$ cat config.mk
export PLATFORM = sky130hd
export DESIGN_NAME = pcu_ctrl
export DESIGN_NICKNAME = d
export VERILOG_FILES = /design/src/rtl/pcu_pkg.sv /design/src/rtl/pcu_decode.sv /design/src/rtl/pcu_stack.sv /design/src/rtl/pcu_ctrl.sv
export SDC_FILE = /design/constraint.sdc
export NUM_CORES = 1
export LEC_CHECK = 0
export ABC_AREA = 1
export CORE_MARGIN = 5
export CORE_UTILIZATION = 25
export CTS_BUF_LIST = sky130_fd_sc_hd__clkbuf_16
export DETAILED_ROUTE_END_ITERATION = 10
export DONT_BUFFER_PORTS = 1
export PLACE_DENSITY = 0.41
export SKIP_CTS_REPAIR_TIMING = 1
export SLEW_MARGIN = 25
export SYNTH_ARGS = -nofsm -noshare
export SYNTH_HDL_FRONTEND = slang
export SYNTH_SLANG_ARGS = --single-unit
$ cat constraint.sdc
create_clock -name clk -period 3.66 [get_ports clk]
set_input_delay 0.366 -clock clk [delete_from_list [all_inputs] [get_ports clk]]
set_output_delay 0.366 -clock clk [all_outputs]
set_load 0.05 [all_outputs]
$ cat src/rtl/pcu_pkg.sv
package pcu_pkg;

    localparam int PC_W   = 11;
    localparam int BYTE_W = 8;
    localparam int HI_W   = PC_W - BYTE_W;

    localparam logic [BYTE_W-1:0] OP_RET   = 8'h48;
    localparam logic [BYTE_W-1:0] OP_RETSK = 8'h49;
    localparam logic [BYTE_W-1:0] OP_IND   = 8'hFF;

    typedef enum logic [2:0] {
        XF_SEQ,
        XF_LJMP,
        XF_LCALL,
        XF_PJMP,
        XF_PCALL,
        XF_RET,
        XF_RETSK,
        XF_IND
    } xfer_e;

    typedef struct packed {
        xfer_e             kind;
        logic [PC_W-1:0]   target;
        logic [PC_W-1:0]   ret_addr;
    } xfer_t;

    // Pages 2 and 3 share counter bits 10:7 = 0001.
    function automatic logic in_wide_page(input logic [PC_W-1:0] pc);
        return pc[PC_W-1:7] == 4'b0001;
    endfunction

    function automatic xfer_e classify(input logic [BYTE_W-1:0] op,
                                       input logic              wide);
        xfer_e k;
        if (op == OP_IND)                 k = XF_IND;
        else if (op == OP_RET)            k = XF_RET;
        else if (op == OP_RETSK)          k = XF_RETSK;
        else if (op[7:3] == 5'b01100)     k = XF_LJMP;
        else if (op[7:3] == 5'b01101)     k = XF_LCALL;
        else if (op[7] && wide)           k = XF_PJMP;
        else if (op[7] && op[6])          k = XF_PJMP;
        else if (op[7])                   k = XF_PCALL;
        else                              k = XF_SEQ;
        return k;
    endfunction

endpackage

$ cat src/rtl/pcu_decode.sv
module pcu_decode
    import pcu_pkg::*;
(
    input  logic [PC_W-1:0]   pc,
    input  logic [BYTE_W-1:0] op_a,
    input  logic [BYTE_W-1:0] op_b,
    input  logic [BYTE_W-1:0] ind,
    output xfer_t             xf
);
    logic wide;

    always_comb begin
        wide        = in_wide_page(pc);
        xf.kind     = classify(op_a, wide);
        xf.ret_addr = (xf.kind == XF_LCALL) ? pc + PC_W'(2) : pc + PC_W'(1);
        unique case (xf.kind)
            XF_LJMP, XF_LCALL: xf.target = {op_a[HI_W-1:0], op_b};
            XF_PJMP:   xf.target = wide ? {pc[PC_W-1:7], op_a[6:0]}
                                        : {pc[PC_W-1:6], op_a[5:0]};
            XF_PCALL:  xf.target = {4'b0001, 1'b0, op_a[5:0]};
            XF_IND:    xf.target = {pc[PC_W-1:BYTE_W], ind};
            default:   xf.target = pc + PC_W'(1);
        endcase
    end

endmodule

$ cat src/rtl/pcu_stack.sv
module pcu_stack #(
    parameter int DEPTH = 3,
    parameter int W     = 11
) (
    input  logic                       clk,
    input  logic                       rst,
    input  logic                       push,
    input  logic                       pop,
    input  logic [W-1:0]               push_val,
    output logic [DEPTH-1:0][W-1:0]    lvl
);
    localparam int LAST = DEPTH - 1;

    for (genvar i = 0; i < DEPTH; i++) begin : g_lvl
        logic [W-1:0] from_above;
        logic [W-1:0] from_below;
        if (i == 0) begin : g_top
            assign from_above = push_val;
        end else begin : g_mid
            assign from_above = lvl[i-1];
        end
        if (i == LAST) begin : g_bot
            assign from_below = lvl[i];
        end else begin : g_inner
            assign from_below = lvl[i+1];
        end

        always_ff @(posedge clk) begin
            if (rst)       lvl[i] <= '0;
            else if (push) lvl[i] <= from_above;
            else if (pop)  lvl[i] <= from_below;
        end
    end

endmodule

$ cat src/rtl/pcu_ctrl.sv
module pcu_ctrl
    import pcu_pkg::*;
#(
    parameter int STACK_DEPTH = 3
) (
    input  logic                        clk,
    input  logic                        rst,
    input  logic                        step,
    input  logic [BYTE_W-1:0]           op_first,
    input  logic [BYTE_W-1:0]           op_second,
    input  logic [BYTE_W-1:0]           ind_byte,
    output logic [PC_W-1:0]             pc_o,
    output logic                        skip_o,
    output logic [STACK_DEPTH*PC_W-1:0] stack_o
);
    logic [PC_W-1:0]                    pc_q;
    logic [PC_W-1:0]                    pc_d;
    logic                               skip_q;
    logic [STACK_DEPTH-1:0][PC_W-1:0]   lvl;
    xfer_t                              xf;
    logic                               do_push;
    logic                               do_pop;

    pcu_decode u_dec (
        .pc   (pc_q),
        .op_a (op_first),
        .op_b (op_second),
        .ind  (ind_byte),
        .xf   (xf)
    );

    always_comb begin
        do_push = step && (xf.kind == XF_LCALL || xf.kind == XF_PCALL);
        do_pop  = step && (xf.kind == XF_RET   || xf.kind == XF_RETSK);
        unique case (xf.kind)
            XF_RET, XF_RETSK: pc_d = lvl[0];
            default:          pc_d = xf.target;
        endcase
    end

    pcu_stack #(.DEPTH(STACK_DEPTH), .W(PC_W)) u_stk (
        .clk      (clk),
        .rst      (rst),
        .push     (do_push),
        .pop      (do_pop),
        .push_val (xf.ret_addr),
        .lvl      (lvl)
    );

    always_ff @(posedge clk) begin
        if (rst) begin
            pc_q   <= '0;
            skip_q <= 1'b0;
        end else if (step) begin
            pc_q   <= pc_d;
            skip_q <= (xf.kind == XF_RETSK);
        end
    end

    assign pc_o    = pc_q;
    assign skip_o  = skip_q;
    assign stack_o = lvl;

endmodule

Word-level counts from Yosys, hierarchy flattened

Cells that the tools add are included.

Input port bits: 27
Output and inout bits: 45
Memories: 0
Memory bits (read-only): 0
Bits in writable memories: 0
Latch bits: 0
Bits in registers: 45
Word-level logic and storage cells: 54

Magnitude comparators: 0
Equal/unequal tests: 16
Multiplexer cells: 16
Multiply operators: 0
Shifts and indexed selects: 0
Reduce and logical (&&, ||, !) cells: 12
Bitwise gates (word level): 0
$add $sub $neg: 2
Div/mod/pow operators: 0

Operators by type and width:

| kind                  | number |
|---|---|
| $mux 11               | 6 |
| $pmux 11 s4           | 1 |
| $mux 3                | 8 |
| $eq 8x7->1 const B    | 2 |
| $eq 3x3->1 const B    | 4 |
| $add 11x1->11 const B | 1 |
| $add 11x2->11 const B | 1 |
| $eq 5x4->1 const B    | 2 |
| $eq 8x8->1 const B    | 1 |
| $mux 7                | 1 |
| $eq 3x2->1 const B    | 2 |
| $eq 4x1->1 const B    | 1 |
| $logic_and 1x1->1     | 4 |
| $ne 2x2->1 const B    | 2 |
| $reduce_and 2->1      | 2 |
| $reduce_or 2->1       | 2 |
| $eq 3x1->1 const B    | 1 |
| $ne 3x2->1 const B    | 1 |
| $reduce_and 3->1      | 1 |
| $logic_or 1x1->1      | 2 |
| $reduce_bool 2->1     | 1 |

Longest topological paths before layout

Word-level depth: 13
Depth in mapped cells: 15
Depth with buffers taken out: 15

Modules after synthesis

A second synthesis with hierarchy kept.

Cell total of the unflattened synthesis: 512
Area total of the unflattened synthesis: 3,071.7 um^2

Modules (own cells, without submodules):

| module     | area an instance (um^2) | times used | sequential area each (um^2) | cells each |
|---|---|---|---|---|
| pcu_stack  | 1,465.2                 | 1          | 660.6                       | 215 |
| pcu_decode | 905.9                   | 1          | 0.0                         | 186 |
| pcu_ctrl   | 700.7                   | 1          | 240.2                       | 111 |

Least setup slack after synthesis

Ideal clock, no wire load.

Kind: register to register
Start point: register pc_q[0] (netlist: pc_o[0])
End point: register u_stk.lvl, in the netlist u_stk.g_lvl[1].from_above[10]
Cell stages (with the launch flop): 10
Buffers on the path: 0
Arrival: 1.820 ns
Clock period less this slack: 1.951 ns
Path slack: 1.709 ns
Required time: 3.529 ns
Library setup time: 0.131 ns
Path through: dfxtp_1 > ha_1 > inv_1 > nor3_1 > nand2_1 > xnor2_1 > nand2_1 > o21ai_0 > o21ai_0 > a21oi_1

Cells in the longest elaborated chain, start to end: 3
Elaborated cells on any way between the ends: 4
Those cells by class: 2 x add/sub; 2 x mux

Ends and longest elaborated chain:

| element                                        | RTL line         | source |
|---|---|---|
| from (decl)                                    | pcu_ctrl.sv:16   | `logic [PC_W-1:0] pc_q;` |
| from (signal assigned)                         | pcu_ctrl.sv:55   | `pc_q <= pc_d;` |
| $add 11x1->11 or $add 11x2->11 (tied branches) | pcu_decode.sv:15 | `xf.ret_addr = (xf.kind == XF_LCALL) ? pc + PC_W'(2) : pc + PC_W'(1);` |
| $mux 11 (*)                                    | pcu_decode.sv:15 |  |
| $mux 11 (*)                                    | pcu_stack.sv:30  | `else if (push) lvl[i] <= from_above;` |
| to (signal, indexed assignment)                | pcu_stack.sv:30  |  |
| to (signal, indexed assignment)                | pcu_stack.sv:31  | `else if (pop) lvl[i] <= from_below;` |
| to (decl)                                      | pcu_stack.sv:10  | `output logic [DEPTH-1:0][W-1:0] lvl` |

Every way passes the cells marked *; elsewhere a longest branch is shown, timed or not.
A chain may end at the register's enable or synchronous reset.

Worst setup path in the final report

Start point: register pc_q[9] (netlist: pc_o[9])
End point: register u_stk.lvl, in the netlist u_stk.g_lvl[1].from_above[8]

Cells in the longest elaborated chain, start to end: 12
Elaborated cells on any way between the ends: 19
Those cells by class: 5 x eq/ne; 8 x mux; 6 x reduce/logical

Ends and longest elaborated chain:

| element                                      | RTL line                         | source |
|---|---|---|
| $eq 4x1->1 (*)                               | pcu_pkg.sv:30                    | `return pc[PC_W-1:7] == 4'b0001;` |
| $logic_and 1x1->1 (*)                        | pcu_pkg.sv:41                    | `else if (op[7] && wide) k = XF_PJMP;` |
| $mux 3 (*)                                   | pcu_pkg.sv:41                    |  |
| $mux 3 (*)                                   | pcu_pkg.sv:40                    | `else if (op[7:3] == 5'b01101) k = XF_LCALL;` |
| $mux 3 (*)                                   | pcu_pkg.sv:39                    | `else if (op[7:3] == 5'b01100) k = XF_LJMP;` |
| $mux 3 (*)                                   | pcu_pkg.sv:38                    | `else if (op == OP_RETSK) k = XF_RETSK;` |
| $mux 3 (*)                                   | pcu_pkg.sv:37                    | `else if (op == OP_RET) k = XF_RET;` |
| $mux 3 (*)                                   | pcu_pkg.sv:36                    | `if (op == OP_IND) k = XF_IND;` |
| $eq 3x2->1, or another cell as far along     | pcu_decode.sv:15, pcu_ctrl.sv:33 |  |
| $logic_or 1x1->1, on equally long branches   | pcu_ctrl.sv:33, pcu_ctrl.sv:34   |  |
| $logic_and 1x1->1, on equally long branches  | pcu_ctrl.sv:33, pcu_ctrl.sv:34   |  |
| $mux 11 or $reduce_bool 2->1 (tied branches) | --                               |  |

Marks and branches as above.

==> impl_results.md <==
* Max Cap Viol at 0
* Worst Skew at between 7 and 8 ps
* Worst slew pin tran at 798.6 ps
* Total GRT Usage at 14.75%
* HP Start: rst
* Critical path launch point type: register
* Total CTS buffers at 5
* Syn avg cell area at 6.367 µm²
* CTS tree: built
* Final setup viols at 0
* Setup total negative slack at 0 ps
* Largest net degree at the start of global routing at 42
* Row count at 39
* Power share of the sequential group at between 40% and 50%
* Sink Count at between 40 and 50
* Most frequent cells in the layout: nand2_1 (149), dfxtp_1 (45), inv_1 (42)
* Final net count at roughly 480
* Synth Area in Compound Gates at 18.82%
* Port-buffer cells at 0
* Clock root cell: clkbuf_16
* Max Fclk at about 0.38 GHz
* Main combinational cell family by area after synthesis: simple AND/OR/NAND/NOR gates
* Syn. warnings at 0
* Post-DR vias/cell at 4.777
* Die area at 13700 µm²
* Logic pwr share at 17.0%
* Htree depth at 2
* Die Wd at 117.1 µm
* Unrepaired setup endpoints after global routing: false
* Clock power share at between 30% and 40%
* Distinct cells, synth at 36
* Clock Latency Late Sink at between 200 and 300 ps
* DRC viols at 0
* Crit. End Element: register
* Seq cells post-synth at 45
* Pwr/cell area at 413.7 nW/µm²
* Rel. slew slack at 46.43%
* Mux cell area share after synthesis at 0%
* Sw frac at 35.69%
* Worst reg2reg endpoint: u_stk.g_lvl[1].from_above[8]$_SDFFE_PP0P_
* DRT Pass-1 Iters at 4
* Hold EP: u_stk.g_lvl[1].from_above[10]$_SDFFE_PP0P_
* Final Max Tran Viols at 0
* Status: finished clean
* Antenna diodes at 0
* Syn Nets at 479
* Final GP Congestion at roughly 0.86
* Critical Path RT at roughly 3800 ps
* Max VDD drop at about 0.23 mV
* Worst R2R Setup Slack at 1060 ps
* Net Switching at 463.8 µW
* Hold Slack at 134.0 ps
* Reg2reg start: pc_o[9]$_SDFFE_PP0P_
* Layout cells sized above 1 at under 10%
* Tmin final at 2604 ps
* Final Hold Fails at 0
* Post-synthesis adder-cell area fraction at 0.8734%
* DR WL/cell at around 16 µm
* CTS Buffer Depth at 2
* Core box area at 11320 µm²
* Sequential-to-total area share from yosys stat at between 30% and 40%
* Data arrival, critical path at between 2000 and 3000 ps
* Cell depth of the worst flop-to-flop path at 10
* Initial DRC count at 159
* Vias in the first global route at 2792
* P_int at 835.8 µW
* Final Util at approximately 28%
* Place WS at 1045 ps
* Starting density of the core at 25.31%
* Antenna Nets Post-Route at 0
* Period utilization at between 70 and 80%
* Routed vias at 2823
* First-pass GRT wire length at between 15 and 20 mm
* Area grow syn2layout at 9.651%
* Clk pin slew, worst setup/hold paths at 70 ps
* Synth Area in XOR/XNOR at 3.668%
* CP max FO at 41
* Final wirelength at 9.750 mm
* Antenna violations before repair at 0
* Die Y at approximately 120 µm
* Global route overflow at 0
* Most common cell after layout, fill and taps aside: nand2_1
* Leak at about 1.3 nW
* Worst setup path category: reg -> reg
* Worst Hold Depth at 1
* Mapped Area at around 2900 µm²
* HPWL Detailed at 7.474 mm
* Hold Crit Class: in -> reg
* Worst setup margin at 1056 ps
* Post-synthesis simple-gate area fraction at 34.76%
* Ports at about 70
* Syn Inst Count at 450
-- layout make-up --
class	instances	area, µm²
clock inverter	3	20.02
timing repair buffer	7	52.55
clock buffer	5	125.1
multi-input combinational	337	1665
inverter	51	198.9
sequential	45	900.9
tap	143	178.9
fill	1310	8179
-- cell usage after synthesis, drive strengths merged --
cell type	number	area, µm²
nand2	158	625.6
inv	49	191.4
dfxtp	45	900.9
o21ai	39	195.2
nand3	27	140.1
nor2	27	113.9
a21oi	26	130.1
a31oi	15	93.84
buf	11	77.57
o211ai	11	87.58
xor2	9	78.83
nand4	7	58.81
clkbuf	6	22.52
nor3	5	30.03
xnor2	3	26.28
a22o	2	17.52
clkinv	2	7.510
ha	2	25.02
nand3b	2	15.01
o21bai	2	15.01
or2	2	12.52
-- power by group through the flow --
stage / Clock [mW] / Combinational, mW / Sequential [mW]
after floorplan: 0 / 0.152 / 0.639
after global routing: 0.508 / 0.251 / 0.621
after CTS: 0.480 / 0.224 / 0.617
after global placement: 0 / 0.223 / 0.628
final: 0.463 / 0.221 / 0.616
after detailed placement: 0 / 0.223 / 0.628
-- how the worst max path moves through the flow --
stage | startpoint | endpoint | slack, ps | cells past startpoint
2_1_floorplan | pc_o[0]$_SDFFE_PP0P_ | u_stk.g_lvl[1].from_above[10]$_SDFFE_PP0P_ | 1710 | 9
3_3_place_gp | pc_o[9]$_SDFFE_PP0P_ | u_stk.g_lvl[1].from_above[8]$_SDFFE_PP0P_ | 1070 | 10
3_5_place_dp | pc_o[9]$_SDFFE_PP0P_ | u_stk.g_lvl[1].from_above[8]$_SDFFE_PP0P_ | 1050 | 10
4_1_cts | pc_o[9]$_SDFFE_PP0P_ | u_stk.g_lvl[1].from_above[8]$_SDFFE_PP0P_ | 1030 | 10
5_1_grt | pc_o[9]$_SDFFE_PP0P_ | u_stk.g_lvl[1].from_above[8]$_SDFFE_PP0P_ | 800 | 10
6_report | pc_o[9]$_SDFFE_PP0P_ | u_stk.g_lvl[1].from_above[8]$_SDFFE_PP0P_ | 1060 | 10
-- cells by family after synthesis --
logic type | count (synthesis)
and+or+nand+nor | 228
AOI/OAI and AO/OA | 95
buffers and inverters | 68
DFF | 45
xor gates and xnor gates | 12
adders and majority gates | 2
-- state kept, by name (all words and copies together) (netlist names) --
name,count
u_stk.g_lvl.from_below,22
skip_o,1
u_stk.g_lvl.from_above,11
pc_o,11
-- worst max-delay path, stage by stage, from the launching register on --
cell	delay, ps
dfxtp_1	300
buf_4	200
nor2_1	180
nand2_2	110
nand2_4	130
nand2_2	100
nand2_2	380
nand2_2	500
or2_2	440
nand3_1	80
inv_1	50
-- metrics by stage --
stage / power [mW] / cells / cell area, µm²
after floorplan: 0.7915 / 450 / 2865
after global placement: 0.8515 / 583 / 2997
after detailed placement: 0.8511 / 583 / 2997
after CTS: 1.321 / 591 / 3142
after global routing: 1.380 / 591 / 3142
final: 1.300 / 591 / 3142
-- routing by layer --
layer / vias up / track usage [%] / share of wire (%)
met4: 0 / 3.287 / 0.81
met3: 5 / 3.239 / 7.2
li1: 1466 / - / -
met5: - / 0 / 0
met1: 1275 / 21.48 / 50
met2: 77 / 22.30 / 42
Power figures use the tool's default switching activity.
